## config.mk

```make
export PLATFORM = sky130hd
export DESIGN_NAME = mem_lane_port
export DESIGN_NICKNAME = d
export VERILOG_FILES = /design/src/rtl/mem_lane_pkg.sv /design/src/rtl/mem_req_decode.sv /design/src/rtl/mem_store_steer.sv /design/src/rtl/mem_load_extract.sv /design/src/rtl/mem_lane_port.sv
export SDC_FILE = /design/constraint.sdc
export NUM_CORES = 1
export LEC_CHECK = 0
export ABC_CLOCK_PERIOD_IN_PS = 2800
export BUFFER_PORTS_ARGS = -buffer_cell sky130_fd_sc_hd__buf_2
export CAP_MARGIN = 0
export CORE_MARGIN = 5
export CORE_UTILIZATION = 47
export CTS_BUF_LIST = sky130_fd_sc_hd__clkbuf_4 sky130_fd_sc_hd__clkbuf_8 sky130_fd_sc_hd__clkbuf_16
export CTS_CLUSTER_DIAMETER = 40
export DETAILED_ROUTE_END_ITERATION = 12
export MAX_ROUTING_LAYER = met4
export PLACE_DENSITY = 0.85
export RECOVER_POWER = 100
export SYNTH_ARGS = -nofsm -noshare
export SYNTH_HDL_FRONTEND = slang
export SYNTH_SLANG_ARGS = --single-unit
```

## constraint.sdc

```tcl
create_clock -name clk -period 2.8 [get_ports clk]
set_input_delay 0.42 -clock clk [delete_from_list [all_inputs] [get_ports clk]]
set_output_delay 0.42 -clock clk [all_outputs]
set_load 0.05 [all_outputs]
```

## src/rtl/mem_lane_pkg.sv

```systemverilog
package mem_lane_pkg;

  localparam logic [5:0] OPC_LB  = 6'b100000;
  localparam logic [5:0] OPC_LW  = 6'b100011;
  localparam logic [5:0] OPC_LBU = 6'b100100;
  localparam logic [5:0] OPC_SB  = 6'b101000;
  localparam logic [5:0] OPC_SW  = 6'b101011;

  typedef struct packed {
    logic rd;       // load
    logic wr;       // store
    logic narrow;   // byte-sized
    logic sext;     // sign-extend on load
  } mem_cmd_t;

endpackage

```

## src/rtl/mem_req_decode.sv

```systemverilog
module mem_req_decode
  import mem_lane_pkg::*;
#(
  parameter int ADDR_W      = 32,
  parameter int BACKED_LOG2 = 20
) (
  input  logic [5:0]        op,
  input  logic [ADDR_W-1:0] addr,
  output mem_cmd_t          cmd,
  output logic              in_range
);

  always_comb begin
    cmd = '0;
    unique case (op)
      OPC_LW:  cmd = '{rd: 1'b1, wr: 1'b0, narrow: 1'b0, sext: 1'b0};
      OPC_LB:  cmd = '{rd: 1'b1, wr: 1'b0, narrow: 1'b1, sext: 1'b1};
      OPC_LBU: cmd = '{rd: 1'b1, wr: 1'b0, narrow: 1'b1, sext: 1'b0};
      OPC_SW:  cmd = '{rd: 1'b0, wr: 1'b1, narrow: 1'b0, sext: 1'b0};
      OPC_SB:  cmd = '{rd: 1'b0, wr: 1'b1, narrow: 1'b1, sext: 1'b0};
      default: cmd = '0;
    endcase
  end

  generate
    if (BACKED_LOG2 < ADDR_W) begin : g_limit
      assign in_range = (addr[ADDR_W-1:BACKED_LOG2] == '0);
    end else begin : g_full
      assign in_range = 1'b1;
    end
  endgenerate

endmodule

```

## src/rtl/mem_store_steer.sv

```systemverilog
module mem_store_steer
  import mem_lane_pkg::*;
#(
  parameter int DATA_W = 32,
  localparam int LANES = DATA_W / 8,
  localparam int OFF_W = $clog2(LANES)
) (
  input  mem_cmd_t          cmd,
  input  logic [OFF_W-1:0]  off,
  input  logic [DATA_W-1:0] data,
  output logic [LANES-1:0]  we,
  output logic [DATA_W-1:0] wdata
);

  generate
    for (genvar i = 0; i < LANES; i++) begin : g_lane
      assign wdata[8*i +: 8] = cmd.narrow ? data[7:0] : data[8*i +: 8];
      assign we[i] = cmd.wr & (~cmd.narrow | (off == OFF_W'(i)));
    end
  endgenerate

endmodule

```

## src/rtl/mem_load_extract.sv

```systemverilog
module mem_load_extract #(
  parameter int DATA_W = 32,
  localparam int LANES = DATA_W / 8,
  localparam int OFF_W = $clog2(LANES)
) (
  input  logic              narrow,
  input  logic              sext,
  input  logic [OFF_W-1:0]  off,
  input  logic [DATA_W-1:0] rdata,
  output logic [DATA_W-1:0] result
);

  logic [7:0] lanes [LANES];
  logic [7:0] picked;

  generate
    for (genvar i = 0; i < LANES; i++) begin : g_split
      assign lanes[i] = rdata[8*i +: 8];
    end
  endgenerate

  assign picked = lanes[off];
  assign result = narrow ? {{(DATA_W-8){sext & picked[7]}}, picked} : rdata;

endmodule

```

## src/rtl/mem_lane_port.sv

```systemverilog
module mem_lane_port
  import mem_lane_pkg::*;
#(
  parameter int ADDR_W      = 32,
  parameter int DATA_W      = 32,
  parameter int BACKED_LOG2 = 20,
  localparam int LANES      = DATA_W / 8,
  localparam int OFF_W      = $clog2(LANES),
  localparam int WAW        = BACKED_LOG2 - OFF_W
) (
  input  logic              clk,
  input  logic              rst,
  input  logic              req_valid,
  input  logic [5:0]        req_op,
  input  logic [ADDR_W-1:0] req_addr,
  input  logic [DATA_W-1:0] req_wdata,
  output logic [WAW-1:0]    ram_addr,
  output logic              ram_en,
  output logic [LANES-1:0]  ram_we,
  output logic [DATA_W-1:0] ram_wdata,
  input  logic [DATA_W-1:0] ram_rdata,
  output logic              ld_valid,
  output logic [DATA_W-1:0] ld_data
);

  mem_cmd_t          cmd;
  logic              in_range;
  logic              access;
  logic [LANES-1:0]  we_c;
  logic [DATA_W-1:0] wdata_c;
  logic [DATA_W-1:0] ext_c;

  // load bookkeeping, aligned with the RAM read latency
  logic             s1_ld, s1_hit, s1_narrow, s1_sext;
  logic [OFF_W-1:0] s1_off;
  logic             s2_ld, s2_hit, s2_narrow, s2_sext;
  logic [OFF_W-1:0] s2_off;

  mem_req_decode #(.ADDR_W(ADDR_W), .BACKED_LOG2(BACKED_LOG2)) u_dec (
    .op(req_op), .addr(req_addr), .cmd(cmd), .in_range(in_range)
  );

  mem_store_steer #(.DATA_W(DATA_W)) u_steer (
    .cmd(cmd), .off(req_addr[OFF_W-1:0]), .data(req_wdata),
    .we(we_c), .wdata(wdata_c)
  );

  assign access = req_valid & (cmd.rd | cmd.wr) & in_range;

  always_ff @(posedge clk) begin
    if (rst) begin
      ram_en    <= 1'b0;
      ram_we    <= '0;
      ram_addr  <= '0;
      ram_wdata <= '0;
      s1_ld     <= 1'b0;
      s1_hit    <= 1'b0;
      s1_narrow <= 1'b0;
      s1_sext   <= 1'b0;
      s1_off    <= '0;
    end else begin
      ram_en    <= access;
      ram_we    <= access ? we_c : '0;
      ram_addr  <= req_addr[BACKED_LOG2-1:OFF_W];
      ram_wdata <= wdata_c;
      s1_ld     <= req_valid & cmd.rd;
      s1_hit    <= in_range;
      s1_narrow <= cmd.narrow;
      s1_sext   <= cmd.sext;
      s1_off    <= req_addr[OFF_W-1:0];
    end
  end

  always_ff @(posedge clk) begin
    if (rst) begin
      s2_ld     <= 1'b0;
      s2_hit    <= 1'b0;
      s2_narrow <= 1'b0;
      s2_sext   <= 1'b0;
      s2_off    <= '0;
    end else begin
      s2_ld     <= s1_ld;
      s2_hit    <= s1_hit;
      s2_narrow <= s1_narrow;
      s2_sext   <= s1_sext;
      s2_off    <= s1_off;
    end
  end

  mem_load_extract #(.DATA_W(DATA_W)) u_ext (
    .narrow(s2_narrow), .sext(s2_sext), .off(s2_off),
    .rdata(ram_rdata), .result(ext_c)
  );

  always_ff @(posedge clk) begin
    if (rst) begin
      ld_valid <= 1'b0;
      ld_data  <= '0;
    end else begin
      ld_valid <= s2_ld;
      ld_data  <= (s2_ld && s2_hit) ? ext_c : '0;
    end
  end


  we_shape_chk: assert property (@(posedge clk) disable iff (rst)
    (ram_we != '0) |-> (ram_en && ((ram_we == '1) || $onehot(ram_we))));


  narrow_replicate_chk: assert property (@(posedge clk) disable iff (rst)
    (ram_en && $onehot(ram_we)) |-> (ram_wdata == {LANES{ram_wdata[7:0]}}));


  backed_only_chk: assert property (@(posedge clk) disable iff (rst)
    ram_en |-> ($past(req_addr[ADDR_W-1:BACKED_LOG2]) == '0));


  zero_ext_chk: assert property (@(posedge clk) disable iff (rst)
    (s2_ld && s2_narrow && !s2_sext) |=> (ld_data[DATA_W-1:8] == '0));


  unbacked_zero_chk: assert property (@(posedge clk) disable iff (rst)
    (s2_ld && !s2_hit) |=> (ld_data == '0));


  ld_latency_chk: assert property (@(posedge clk) disable iff (rst)
    ld_valid |-> $past(req_valid, 3));

endmodule

```

[Word-level counts from Yosys, hierarchy flattened]
Index checks and enable logic that the tools add are counted.
Widths: inputs -> output; s select.
Word-level totals
  input bits: 105
  output and inout bits: 88
  bits in registers: 100
Operators by class
  reductions and logical operators: 5
  $lt $le $gt $ge: 1
  muxes and demuxes: 8
  eq/ne operators: 8
  bitwise operators: 17
Operator list (number)
  $mux 8: 5
  $mux 32: 1
  $eq 6x6->1 const B: 5
  $pmux 4 s5: 1
  $bmux 8 s2: 1
  $logic_not 12->1: 1
  $and 1x1->1: 8
  $or 1x1->1: 5
  $eq 2x2->1 const B: 2
  $reduce_or 2->1: 2
  $ge 3x3->1 const B: 1
  $not 1->1: 3
  $not 2->3: 1
  $eq 2x1->1 const B: 1
  $logic_not 2->1: 1
  $logic_and 1x1->1: 1

[Logic depth before layout (Yosys ltp)]
  depth after elaboration: 7
  gate-level depth with buffers: 5
  depth with buffers taken out: 3

[By module]
Synthesis repeated with hierarchy kept, for this count alone.
Second synthesis, totals
  cell total of the unflattened synthesis: 407
  area total of the unflattened synthesis: 4120.2 sq um
By module, submodules not included
  mem_lane_port: seq. area each 2001.9 sq um, area an instance 2825.2 sq um, times used 1, cells each 214
  mem_load_extract: seq. area each 0.0 sq um, area an instance 676.9 sq um, times used 1, cells each 104
  mem_store_steer: seq. area each 0.0 sq um, area an instance 514.2 sq um, times used 1, cells each 76
  mem_req_decode: seq. area each 0.0 sq um, area an instance 103.8 sq um, times used 1, cells each 13

[Worst setup path before layout]
Ideal clock, no wire load.
  path type: in2reg
  start: input req_op[1]
  end: register ram_wdata[10]
  buffers on the path: 2
  stages on the path: 5
  arrival time: 1392 ps
  slack: 1276 ps
  path through: or4b_1 buf_6 buf_6 o21ai_1 a21oi_1
On the way
  word-level cells in the longest chain between the ends: 3
  elaborated cells on any way between the ends: 7
Ends and longest elaborated chain
  start, declared: line mem_lane_port.sv:14  | input logic [5:0] req_op,
  $eq 6x6->1: line mem_req_decode.sv:15  | unique case (op)
  $pmux 4 s5 *: line mem_req_decode.sv:15
  $mux 8 *: line mem_store_steer.sv:17  | assign wdata[8*i +: 8] = cmd.narrow ? data[7:0] : data[8*i +: 8];
  end signal, assigned: line mem_lane_port.sv:65  | ram_wdata <= wdata_c;
  end, declared: line mem_lane_port.sv:20  | output logic [DATA_W-1:0] ram_wdata,
Every way passes the cells marked *; elsewhere a longest branch is shown, timed or not.
A chain may end at the register's enable or synchronous reset.

[Final worst setup path]
  start: register s2_off[0]
  end: register ld_data[20]
On the way
  word-level cells in the longest chain between the ends: 6
Ends and longest elaborated chain
  start, declared: line mem_lane_port.sv:37  | logic [OFF_W-1:0] s2_off;
  start signal, assigned: line mem_lane_port.sv:86  | s2_off <= s1_off;
  $not 2->3 (implied by the code): line mem_load_extract.sv:22  | assign picked = lanes[off];
  $bmux 8 s2: line mem_load_extract.sv:22
  $mux 8 (implied by the code) (2 in a row): line mem_load_extract.sv:22
  $and 1x1->1: line mem_load_extract.sv:23  | assign result = narrow ? {{(DATA_W-8){sext & picked[7]}}, picked} : rdata;
  $mux 32: line mem_load_extract.sv:23
  end signal, assigned: line mem_lane_port.sv:101  | ld_data <= (s2_ld && s2_hit) ? ext_c : '0;
  end, declared: line mem_lane_port.sv:23  | output logic [DATA_W-1:0] ld_data
Every way passes these cells. The select of a mux whose other input is x is not followed.

==> flow_metrics.py <==
metrics = {
    "floorplanning": {
        "rows": 30,
        "die_h_um": 94.7,
        "core_mm2": 0.00687,
        "initial_core_util_pct": 49.0,
        "ios": 193,
        "fp.dieW_um": 94.7,
        "die_area_mm2": 0.00896,
    },
    "sta": {
        "finalSetupViolCount": 0,
        "finalCriticalPeriod_ns": 2.00,
        "slew_viol_final": 0,
        "rsz0062_at_grt": "no",
        "fmax_mhz": 499,
        "min_period_over_period_pct": 71.6,
        "worstMarginPinSlew_ns": 1.08,
        "max-slew-margin-rel_pct": 28.2,
        "holdWs_ns": 0.284,
        "hold_violations": 0,
        "setup_total_negative_slack_ns": 0,
        "finalClockSkew_ns": 0.00966,
    },
    "worst_setup_path": {
        "r2r-start": "s2_off[0]",
        "crit_fanout": 24,
        "crit_required_ns": 2.97,
        "critPathKind": "reg -> reg",
        "worstSetupEndpointType": "flop",
        "worst_r2r_path_depth": 4,
        "critPathLaunchType": "flop",
        "cp_data_arrival_time_ns": 2.17,
        "startpoint": "s2_off[0]",
    },
    "synth": {
        "avgSynthCellArea_um2": 10.2,
        "synth_top_area_cell": "dfxtp_1",
        "synth_top_cell_area_share_pct": 59.4,
        "yosys_warnings": 0,
        "synth_seq_cells": 100,
        "syn_inst": 330,
        "synth_cell_types": 34,
        "yosysSeqAreaShare_pct": 59.4,
        "syn_nets": 435,
        "synth_area_mm2": 0.00337,
        "synthTopCellsByArea": "dfxtp_1 (59%), a21oi_1 (8.2%), nor2b_1 (6.5%)",
    },
    "placement": {
        "finalWeightedCongestion": 0.850,
        "dpl_cell_area_mm2": 0.00438,
        "dp_cells": 601,
        "portBuffers": 192,
        "detailed_place_hpwl_mm": 7.16,
    },
    "cells_and_area": {
        "utilization_pct": 65.3,
        "drive_above_1_share_pct": 24.4,
        "layout.nets": 621,
        "syn_to_final_growth_pct": 33.2,
        "diodes": 0,
        "layout_common_cells": "buf_2 (103), dfxtp_1 (100), clkbuf_1 (89)",
        "final_common_cell": "buf_2",
        "stdcell_count": 617,
        "design_area_mm2": 0.00449,
    },
    "min_path": {
        "min_from": "req_addr[16]",
        "hold_path_class": "in -> reg",
        "hold_path_depth": 2,
    },
    "routing": {
        "ant_nets": 0,
        "viasPerCell": 4.91,
        "routedWlPerCell_um": 15.1,
        "post-route-drc-count": 0,
        "vias": 3031,
        "wirelength_mm": 9.34,
        "drtIter0Drc": 84,
        "dr.pass1.iters": 4,
    },
    "flow_run": {
        "cap_violations": 0,
    },
    "global_route": {
        "grt-busiest-layer": "met2",
        "grtUsageMet2_pct": 35.7,
        "use_met1_pct": 21.7,
        "use_met3_pct": 5.82,
        "grt_usage_pct": 20.2,
        "grt.overflow.total": 0,
        "grt_pass1_vias": 2942,
        "grt_pass1_wl_mm": 13.6,
        "antenna_found_initial": 0,
        "grt_max_degree": 39,
    },
    "cts": {
        "post_cts_buffers": 0,
        "cts-resized-gates": 0,
        "cts_hold_buf": 0,
        "cts_buffer_depth": 2,
        "cts_max_level": 3,
        "cts_made_buffers": 9,
        "cts_tree": "yes",
        "clk_latency_ns": 0.34,
        "clk_pin_slew_ns": 0.09,
        "cts_root_buf": "clkbuf_8",
        "clock_sinks": 100,
    },
    "outcome": {
        "status": "finished, final reports clean",
    },
    "power": {
        "powerDensity_mw_per_mm2": 637,
        "ir_drop_v": 0.000400,
        "leakagePower_nw": 1.88,
    },
}
[cells in the mapped netlist]
| master | number |
|---|---|
| buf_6 | 3 |
| buf_1 | 3 |
| o21a_1 | 2 |
| dfxtp_1 | 100 |
| clkbuf_2 | 1 |
| nand3_1 | 9 |
| o21ai_1 | 18 |
| nor3_1 | 5 |
| nand4_1 | 1 |
| nor4_1 | 3 |
| nor3b_1 | 1 |
| nor2b_1 | 35 |
| nand3b_1 | 2 |
| nor4_2 | 1 |
| mux2i_1 | 8 |
| mux4_2 | 1 |
| a2bb2oi_1 | 1 |
| inv_1 | 1 |
| xnor2_1 | 1 |
| clkbuf_1 | 11 |
| or4b_1 | 1 |
| o2bb2ai_1 | 6 |
| a2111oi_0 | 3 |
| buf_2 | 4 |
| nand2_1 | 4 |
| nor4b_2 | 1 |
| a21oi_1 | 55 |
| a21o_1 | 1 |
| and2_1 | 1 |
| and3b_1 | 1 |
| o21ai_0 | 12 |
| o21ai_2 | 1 |
| nor2_1 | 6 |
| nand2b_1 | 27 |
[worst paths after layout]
path                                     end  slack (ns)
worst max-delay path             ld_data[20]        0.80
worst min-delay path            ram_addr[14]        0.28
worst max register to register   ld_data[20]        0.80
worst min register to register     s2_off[1]        0.44
[sequential cells by signal, indices dropped and copies added (netlist names), 2 cells and up]
| register | count |
|---|---|
| ram_wdata | 32 |
| ram_we | 4 |
| s1_off | 2 |
| s2_off | 2 |
| ld_data | 32 |
| ram_addr | 18 |
[layer usage]
metal | part of all wire [%] | vias to the layer above
li1 | - | 1507
met2 | 50 | 159
met1 | 38 | 1358
met3 | 11 | 7
met5 | 0 | -
met4 | 0.86 | 0
[cell type report]
cell class              instances  area (um2)
inverters                       1        3.75
multi-input cells             207        1240
repair buffers                197         885
fillers                       623        2380
flip-flops and latches        100        2000
clock buffers                  11         145
well taps                      96         120
clock inverters                 5        85.1
[per-stage QoR]
step,power [mW],setup slack [ns]
2_1_floorplan,1.75,1.28
3_3_place_gp,1.89,0.784
3_5_place_dp,1.89,0.703
4_1_cts,2.89,0.816
5_1_grt,2.97,0.618
6_report,2.86,0.796
[critical path: stages, from the launching register on]
cell and delay (ns):
dfxtp_1 0.32, buf_4 0.18, mux4_2 0.53, nand3_1 0.65, a21oi_1 0.17
[cell families after synthesis]
family / Yosys count / share of synthesized area [%]
buffers and inverters: 23 / 3.42
DFF: 100 / 59.4
xor gates and xnor gates: 1 / 0.260
and+or+nand+nor: 98 / 17.7
AOI/OAI and AO/OA: 99 / 16.2
muxes: 9 / 3.05
[where the power goes]
group          total (mW)  switching, mW  internal (mW)
registers            1.48         0.0120           1.47
logic               0.372          0.258          0.113
clock network        1.01          0.468          0.541
total                2.86          0.739           2.12
(Power assumes the default switching activity.)
